### config.mk
export PLATFORM = sky130hd
export DESIGN_NAME = banked_regfile
export DESIGN_NICKNAME = d
export VERILOG_FILES = /design/src/rtl/brf_pkg.sv /design/src/rtl/brf_decode.sv /design/src/rtl/brf_gpr_array.sv /design/src/rtl/brf_status.sv /design/src/rtl/banked_regfile.sv
export SDC_FILE = /design/constraint.sdc
export NUM_CORES = 2
export LEC_CHECK = 0
export BUFFER_PORTS_ARGS = -buffer_cell sky130_fd_sc_hd__buf_2
export CORE_MARGIN = 10
export CORE_UTILIZATION = 25
export CTS_CLUSTER_DIAMETER = 80
export DETAILED_ROUTE_END_ITERATION = 6
export HOLD_SLACK_MARGIN = 0.06
export PLACE_DENSITY = 0.49
export SLEW_MARGIN = 20
export SYNTH_ARGS = -nofsm -noshare
export SYNTH_HDL_FRONTEND = slang
export SYNTH_SLANG_ARGS = --single-unit
### constraint.sdc
create_clock -name clk_i -period 3.5 [get_ports clk_i]
set_input_delay 0 -clock clk_i [delete_from_list [all_inputs] [get_ports clk_i]]
set_output_delay 0 -clock clk_i [all_outputs]
set_load 0.05 [all_outputs]
### src/rtl/brf_pkg.sv
package brf_pkg;
  localparam int unsigned ARCH_REGS = 16;
  localparam int unsigned AW        = $clog2(ARCH_REGS);
  localparam int unsigned PHYS_REGS = 31;
  localparam int unsigned PW        = $clog2(PHYS_REGS);
  localparam int unsigned SAVED_CNT = 5;
  localparam int unsigned MW        = 5;
  localparam int unsigned BW        = 3;

  localparam logic [MW-1:0] MODE_USR = 5'h10;
  localparam logic [MW-1:0] MODE_FIQ = 5'h11;
  localparam logic [MW-1:0] MODE_IRQ = 5'h12;
  localparam logic [MW-1:0] MODE_SVC = 5'h13;
  localparam logic [MW-1:0] MODE_ABT = 5'h17;
  localparam logic [MW-1:0] MODE_UND = 5'h1B;
  localparam logic [MW-1:0] MODE_SYS = 5'h1F;

  // bank 0 = shared view (user, system, unknown); 1..5 = exception banks
  function automatic logic [BW-1:0] bank_of(input logic [MW-1:0] m);
    case (m)
      MODE_FIQ: return 3'd1;
      MODE_IRQ: return 3'd2;
      MODE_SVC: return 3'd3;
      MODE_ABT: return 3'd4;
      MODE_UND: return 3'd5;
      default:  return 3'd0;
    endcase
  endfunction

  // 0..15 shared, 16..22 fast-irq 8..14, 23..30 pairs of 13/14 for banks 2..5
  function automatic logic [PW-1:0] phys_of(input logic [BW-1:0] b, input logic [AW-1:0] idx);
    logic [PW-1:0] p;
    p = {1'b0, idx};
    if (b == 3'd1 && idx >= 4'd8 && idx <= 4'd14)
      p = 5'd16 + {1'b0, idx} - 5'd8;
    else if (b >= 3'd2 && (idx == 4'd13 || idx == 4'd14))
      p = 5'd23 + {1'b0, b - 3'd2, 1'b0} + {4'd0, ~idx[0]};
    return p;
  endfunction
endpackage

### src/rtl/brf_decode.sv
module brf_decode
  import brf_pkg::*;
#(
  parameter int unsigned NPORT = 3
) (
  input  logic [MW-1:0]            mode_i,
  input  logic [NPORT-1:0][AW-1:0] idx_i,
  output logic [NPORT-1:0][PW-1:0] pidx_o
);
  logic [BW-1:0] bank;
  assign bank = bank_of(mode_i);

  for (genvar g = 0; g < NPORT; g++) begin : g_port
    assign pidx_o[g] = phys_of(bank, idx_i[g]);
  end
endmodule

### src/rtl/brf_gpr_array.sv
module brf_gpr_array #(
  parameter int unsigned DW   = 32,
  parameter int unsigned NREG = 31,
  parameter int unsigned NRD  = 2,
  localparam int unsigned PW  = $clog2(NREG)
) (
  input  logic                   clk_i,
  input  logic                   rst_ni,
  input  logic [NRD-1:0][PW-1:0] rd_pidx_i,
  output logic [NRD-1:0][DW-1:0] rd_data_o,
  input  logic                   wr_en_i,
  input  logic [PW-1:0]          wr_pidx_i,
  input  logic [DW-1:0]          wr_data_i,
  input  logic                   lnk_en_i,
  input  logic [PW-1:0]          lnk_pidx_i,
  input  logic [DW-1:0]          lnk_data_i
);
  logic [DW-1:0] regs_q [NREG];

  for (genvar r = 0; r < NREG; r++) begin : g_reg
    always_ff @(posedge clk_i or negedge rst_ni) begin
      if (!rst_ni)
        regs_q[r] <= '0;
      else if (lnk_en_i && lnk_pidx_i == PW'(r))
        regs_q[r] <= lnk_data_i;  // link write wins
      else if (wr_en_i && wr_pidx_i == PW'(r))
        regs_q[r] <= wr_data_i;
    end
  end

  for (genvar p = 0; p < NRD; p++) begin : g_rd
    assign rd_data_o[p] = regs_q[rd_pidx_i[p]];
  end
endmodule

### src/rtl/brf_status.sv
module brf_status
  import brf_pkg::*;
#(
  parameter int unsigned DW            = 32,
  parameter logic [DW-1:0] RST_STATUS  = 32'h0000_00D3
) (
  input  logic          clk_i,
  input  logic          rst_ni,
  input  logic          st_wr_en_i,
  input  logic [DW-1:0] st_wr_data_i,
  input  logic          sv_wr_en_i,
  input  logic [DW-1:0] sv_wr_data_i,
  input  logic          exc_en_i,
  input  logic [MW-1:0] exc_mode_i,
  output logic [DW-1:0] cur_o,
  output logic [DW-1:0] sv_rd_o
);
  logic [DW-1:0] cur_q;
  logic [DW-1:0] saved_q [SAVED_CNT];
  logic [BW-1:0] cur_bank, tgt_bank;

  assign cur_bank = bank_of(cur_q[MW-1:0]);
  assign tgt_bank = bank_of(exc_mode_i);
  assign cur_o    = cur_q;

  always_ff @(posedge clk_i or negedge rst_ni) begin
    if (!rst_ni)         cur_q <= RST_STATUS;
    else if (exc_en_i)   cur_q <= {cur_q[DW-1:MW], exc_mode_i};
    else if (st_wr_en_i) cur_q <= st_wr_data_i;
  end

  for (genvar k = 0; k < SAVED_CNT; k++) begin : g_saved
    always_ff @(posedge clk_i or negedge rst_ni) begin
      if (!rst_ni)
        saved_q[k] <= '0;
      else if (exc_en_i && tgt_bank == BW'(k + 1))
        saved_q[k] <= cur_q;
      else if (sv_wr_en_i && cur_bank == BW'(k + 1))
        saved_q[k] <= sv_wr_data_i;
    end
  end

  always_comb begin
    sv_rd_o = cur_q;
    for (int k = 0; k < SAVED_CNT; k++)
      if (cur_bank == BW'(k + 1)) sv_rd_o = saved_q[k];
  end
endmodule

### src/rtl/banked_regfile.sv
module banked_regfile
  import brf_pkg::*;
#(
  parameter int unsigned DW           = 32,
  parameter logic [DW-1:0] RST_STATUS = 32'h0000_00D3
) (
  input  logic          clk_i,
  input  logic          rst_ni,
  input  logic [3:0]    rd_a_idx_i,
  output logic [DW-1:0] rd_a_data_o,
  input  logic [3:0]    rd_b_idx_i,
  output logic [DW-1:0] rd_b_data_o,
  input  logic          wr_en_i,
  input  logic [3:0]    wr_idx_i,
  input  logic [DW-1:0] wr_data_i,
  input  logic          st_wr_en_i,
  input  logic [DW-1:0] st_wr_data_i,
  output logic [DW-1:0] st_rd_o,
  input  logic          sv_wr_en_i,
  input  logic [DW-1:0] sv_wr_data_i,
  output logic [DW-1:0] sv_rd_o,
  input  logic          exc_en_i,
  input  logic [4:0]    exc_mode_i,
  input  logic [DW-1:0] exc_ret_i
);
  localparam int unsigned NPORT = 3;
  localparam logic [AW-1:0] LINK_IDX = 4'd14;

  logic [DW-1:0]            cur;
  logic                     exc_ok;
  logic [NPORT-1:0][AW-1:0] idx;
  logic [NPORT-1:0][PW-1:0] pidx;
  logic [1:0][DW-1:0]       rdata;
  logic [PW-1:0]            lnk_pidx;

  assign exc_ok   = exc_en_i && (bank_of(exc_mode_i) != 3'd0);
  assign lnk_pidx = phys_of(bank_of(exc_mode_i), LINK_IDX);
  assign idx      = {wr_idx_i, rd_b_idx_i, rd_a_idx_i};

  brf_decode #(.NPORT(NPORT)) u_dec (
    .mode_i (cur[MW-1:0]),
    .idx_i  (idx),
    .pidx_o (pidx)
  );

  brf_gpr_array #(.DW(DW), .NREG(PHYS_REGS), .NRD(2)) u_gpr (
    .clk_i      (clk_i),
    .rst_ni     (rst_ni),
    .rd_pidx_i  ({pidx[1], pidx[0]}),
    .rd_data_o  (rdata),
    .wr_en_i    (wr_en_i),
    .wr_pidx_i  (pidx[2]),
    .wr_data_i  (wr_data_i),
    .lnk_en_i   (exc_ok),
    .lnk_pidx_i (lnk_pidx),
    .lnk_data_i (exc_ret_i)
  );

  brf_status #(.DW(DW), .RST_STATUS(RST_STATUS)) u_st (
    .clk_i        (clk_i),
    .rst_ni       (rst_ni),
    .st_wr_en_i   (st_wr_en_i),
    .st_wr_data_i (st_wr_data_i),
    .sv_wr_en_i   (sv_wr_en_i),
    .sv_wr_data_i (sv_wr_data_i),
    .exc_en_i     (exc_ok),
    .exc_mode_i   (exc_mode_i),
    .cur_o        (cur),
    .sv_rd_o      (sv_rd_o)
  );

  assign rd_a_data_o = rdata[0];
  assign rd_b_data_o = rdata[1];
  assign st_rd_o     = cur;
endmodule

==> impl_metrics.yaml <==
drt:
  drt_first_iter_violations: 6838
  drtAntennaViolNets: 0
  number_of_vias_per_cell_after_detailed_routing: 5.43
  detail_route.wl_per_cell_um: 28.5
  detail_route.wirelength_mm: 332
  detail_route.drc_violations: 0
  route.vias.total: 63300
  drt-pass1-iter-count: 7
floorplanning:
  die_x_um: 546
  die_area_mm2: 0.298
  floorplan.rows: 193
  fp.dieH_um: 546
  start_util: 0.251
  num_io_pins: 279
  design.core.area_mm2: 0.276
timing:
  layout_worst_path_cycle_share: 1.34
  final.hold.worst_slack_ns: 0.0918
  final-hold-violation-count: 0
  drv_slew: 0
  fin_crit_period_ns: 4.70
  slew_headroom: 0.229
  final.setup.worst_slack_ns: -1.20
  max_slew.worst_pin.slew_ns: 1.16
  rsz0062_at_grt: "yes"
  finalSetupViolations: 1087
  clock_skew_ns: 0.0608
  peak_clock_frequency_supported_by_timing_ghz: 0.213
outcome:
  failing_checks: "negative setup slack"
  result_of_the_run: "finished, violations left"
global_routing:
  first_global_vias: 62400
  global_route_met2_utilization: 0.313
  grt_antenna_before_repair: 37
  grt_overflow_total: 0
  grt_start_max_net_pins: 103
  grt_use_met1: 0.285
  gr-max-usage-layer: "met2"
  grt_util_met3: 0.0540
  track_usage: 0.209
  grt_first_pass_wirelength_mm: 467
synthesis:
  synth-edff-count: 0
  yosysUniqueCellTypes: 79
  post_synth_main_area_contributors: "dfrtp_1 (43%), mux2i_1 (11%), mux2_2 (11%)"
  synth.ff_latch_count: 1184
  synth_most_common_cell: "dfrtp_1"
  synth_top_flop_cell: "dfrtp_1"
  yosys_warnings: 0
  syn-instance-count: 7009
  yosysTopAreaCell: "dfrtp_1"
  syn-num-nets: 7167
  synth.avg_cell_area_um2: 9.87
  synth_top_area_share: 0.426
  synth.yosys.seq_area_share: 0.428
  asyncSetResetFlopFracSynth: 1.00
  synth.cell_area_mm2: 0.0692
  synth_top_cells_by_count: "dfrtp_1 (1179), nand2_1 (1118), mux2i_1 (773)"
worst_setup_path:
  worst_ep_arrival_time_ns: 4.70
  critPathRequiredTime_ns: 3.50
  critical_r2r_capture: "u_gpr.regs_q[991]"
  critical_path.reg2reg.startpoint: "u_st.cur_o[1]"
  timing.critical_path.from_type: "register"
  criticalPathCategory: "reg -> out"
  timing.reg2reg.worst_path_depth: 18
  r2r_slack_ns: -0.85
  timing.critical_path.fanout_max: 6
  timing.critical_path.to_type: "output port"
clock_network:
  clk-insertion-delay-late_ns: 0.88
  clockBufferDepth: 4
  clk_transition_reported_paths_ns: 0.06
  cts_tree: "yes"
  numCtsBuffers: 156
  clkSinkCount: 1184
  ctsHtreeMaxLevel: 4
  buffer_cell_driving_the_clock_tree_root: "clkbuf_16"
pwr:
  p_int_w: 0.0340
  leakage_nw: 41.9
  power.clock.fraction: 0.306
  max-vdd-ir-drop_v: 0.000368
  p_per_area_mw_per_mm2: 547
  pwr-share-comb: 0.312
  total_power_w: 0.0520
  switching_share: 0.346
  seqPwrFrac: 0.382
  p_switching_w: 0.0180
placement:
  place_worst_setup_slack_ns: -0.536
  numPlacedInstances: 10900
  routability_congestion: 0.878
  place_hpwl_mm: 208
  portBuffers: 278
layout:
  final_cell_count_no_fill: 11600
  fin_util: 0.345
  area_delta_synth_final_pct: 37.5
  finish.net_count: 7979
  drive_gt1_frac: 0.340
hold_path:
  worstHoldPathType: "in -> async"
job:
  max_cap_viol_count: 0
stage by stage:
step | setup TNS (ns) | instance area (um2)
after floorplan | -5.88 | 70200
after global placement | -150.79 | 81600
after detailed placement | -185.13 | 81600
after CTS | -363.28 | 93100
after global routing | -714.56 | 95100
final | -583.91 | 95100
how the worst max path moves through the flow:
stage | startpoint | end | slack [ns] | cells past startpoint
6_report | u_st.cur_o[1] | rd_b_data_o[11] | -1.20 | 18
5_1_grt | u_st.cur_o[0] | rd_b_data_o[5] | -1.30 | 16
4_1_cts | u_st.cur_o[0] | rd_b_data_o[19] | -1.18 | 17
3_5_place_dp | u_st.cur_o[0] | rd_b_data_o[2] | -0.54 | 17
3_3_place_gp | u_st.cur_o[0] | rd_b_data_o[2] | -0.52 | 17
2_1_floorplan | u_st.cur_o[1] | rd_b_data_o[10] | -0.20 | 15
state kept, by name (all words and copies together), names as in the netlist:
name / flops
u_st.cur_o: 32
u_st.saved_q: 160
u_gpr.regs_q: 992
what timing repair did:
action,in CTS,in global routing
hold endpoints to repair,2196,0
cloned,30,13
endpoints found under the setup margin,1029,1088
buffers inserted,144,100
resized for setup,610,291
pin swaps,227,188
hold buffers,206,0
power groups by stage:
stage / registers (W) / logic (W) / clock network (W)
floorplan: 0.0191 / 0.00896 / 0
global placement: 0.0197 / 0.0138 / 0
detailed placement: 0.0199 / 0.0141 / 0
CTS: 0.0197 / 0.0157 / 0.0162
global route: 0.0203 / 0.0173 / 0.0167
finish: 0.0199 / 0.0162 / 0.0159
layer usage:
layer / vias to the layer above / wire (um)
met5: - / 116
met4: 20 / 16500
met3: 801 / 32100
met2: 3464 / 143000
met1: 32100 / 141000
li1: 26900 / -
cell type report:
cell class	instances	area (um2)
fill	27300	181000
multi-input combinational	5100	39600
sequential	1184	29600
timing repair buffer	1362	16200
clock buffer	238	4640
tap	3705	4640
clock inverter	28	319
inverter	17	65.1
antenna	12	30.0
kinds of logic after synthesis:
logic type,count (synthesis),synth area share
AO/OA/AOI/OAI,1442,0.130
XOR/XNOR,14,0.00228
adder cells (fa/ha/maj),7,0.00127
buffers and inverters,728,0.0471
flip-flops,1184,0.428
multiplexers,1575,0.264
AND/OR/NAND/NOR,2059,0.127
worst max-delay path: stages, from the launching register on:
cell and delay (ns):
dfstp_2 0.60, nand2_4 0.07, nor3_4 0.24, inv_2 0.12
ha_4 0.20, o21ai_4 0.08, nand4_1 0.20, buf_4 0.20
mux2i_4 0.18, buf_12 0.16, nor2_4 0.16, buf_12 0.17
buf_8 0.11, buf_8 0.12, a221o_1 0.17, nand4_1 0.26
a2111oi_4 0.45, buf_4 0.22, buf_12 0.14
layout by cell type, fill, tap and decap left out, drive strengths merged, types with 44 or more instances in the layout:
cell type,count
a32o,64
nor2,484
mux2i,773
nor4,63
mux2,672
a211oi,66
a31oi,44
buf,1138
dlygate4sd3,205
dfrtp,1179
nand2,1119
clkbuf,255
a2111oi,61
o21ai,554
a21oi,378
nand3,218
mux4,131
o22ai,94
Note: power is estimated with default switching activity, not from simulation.
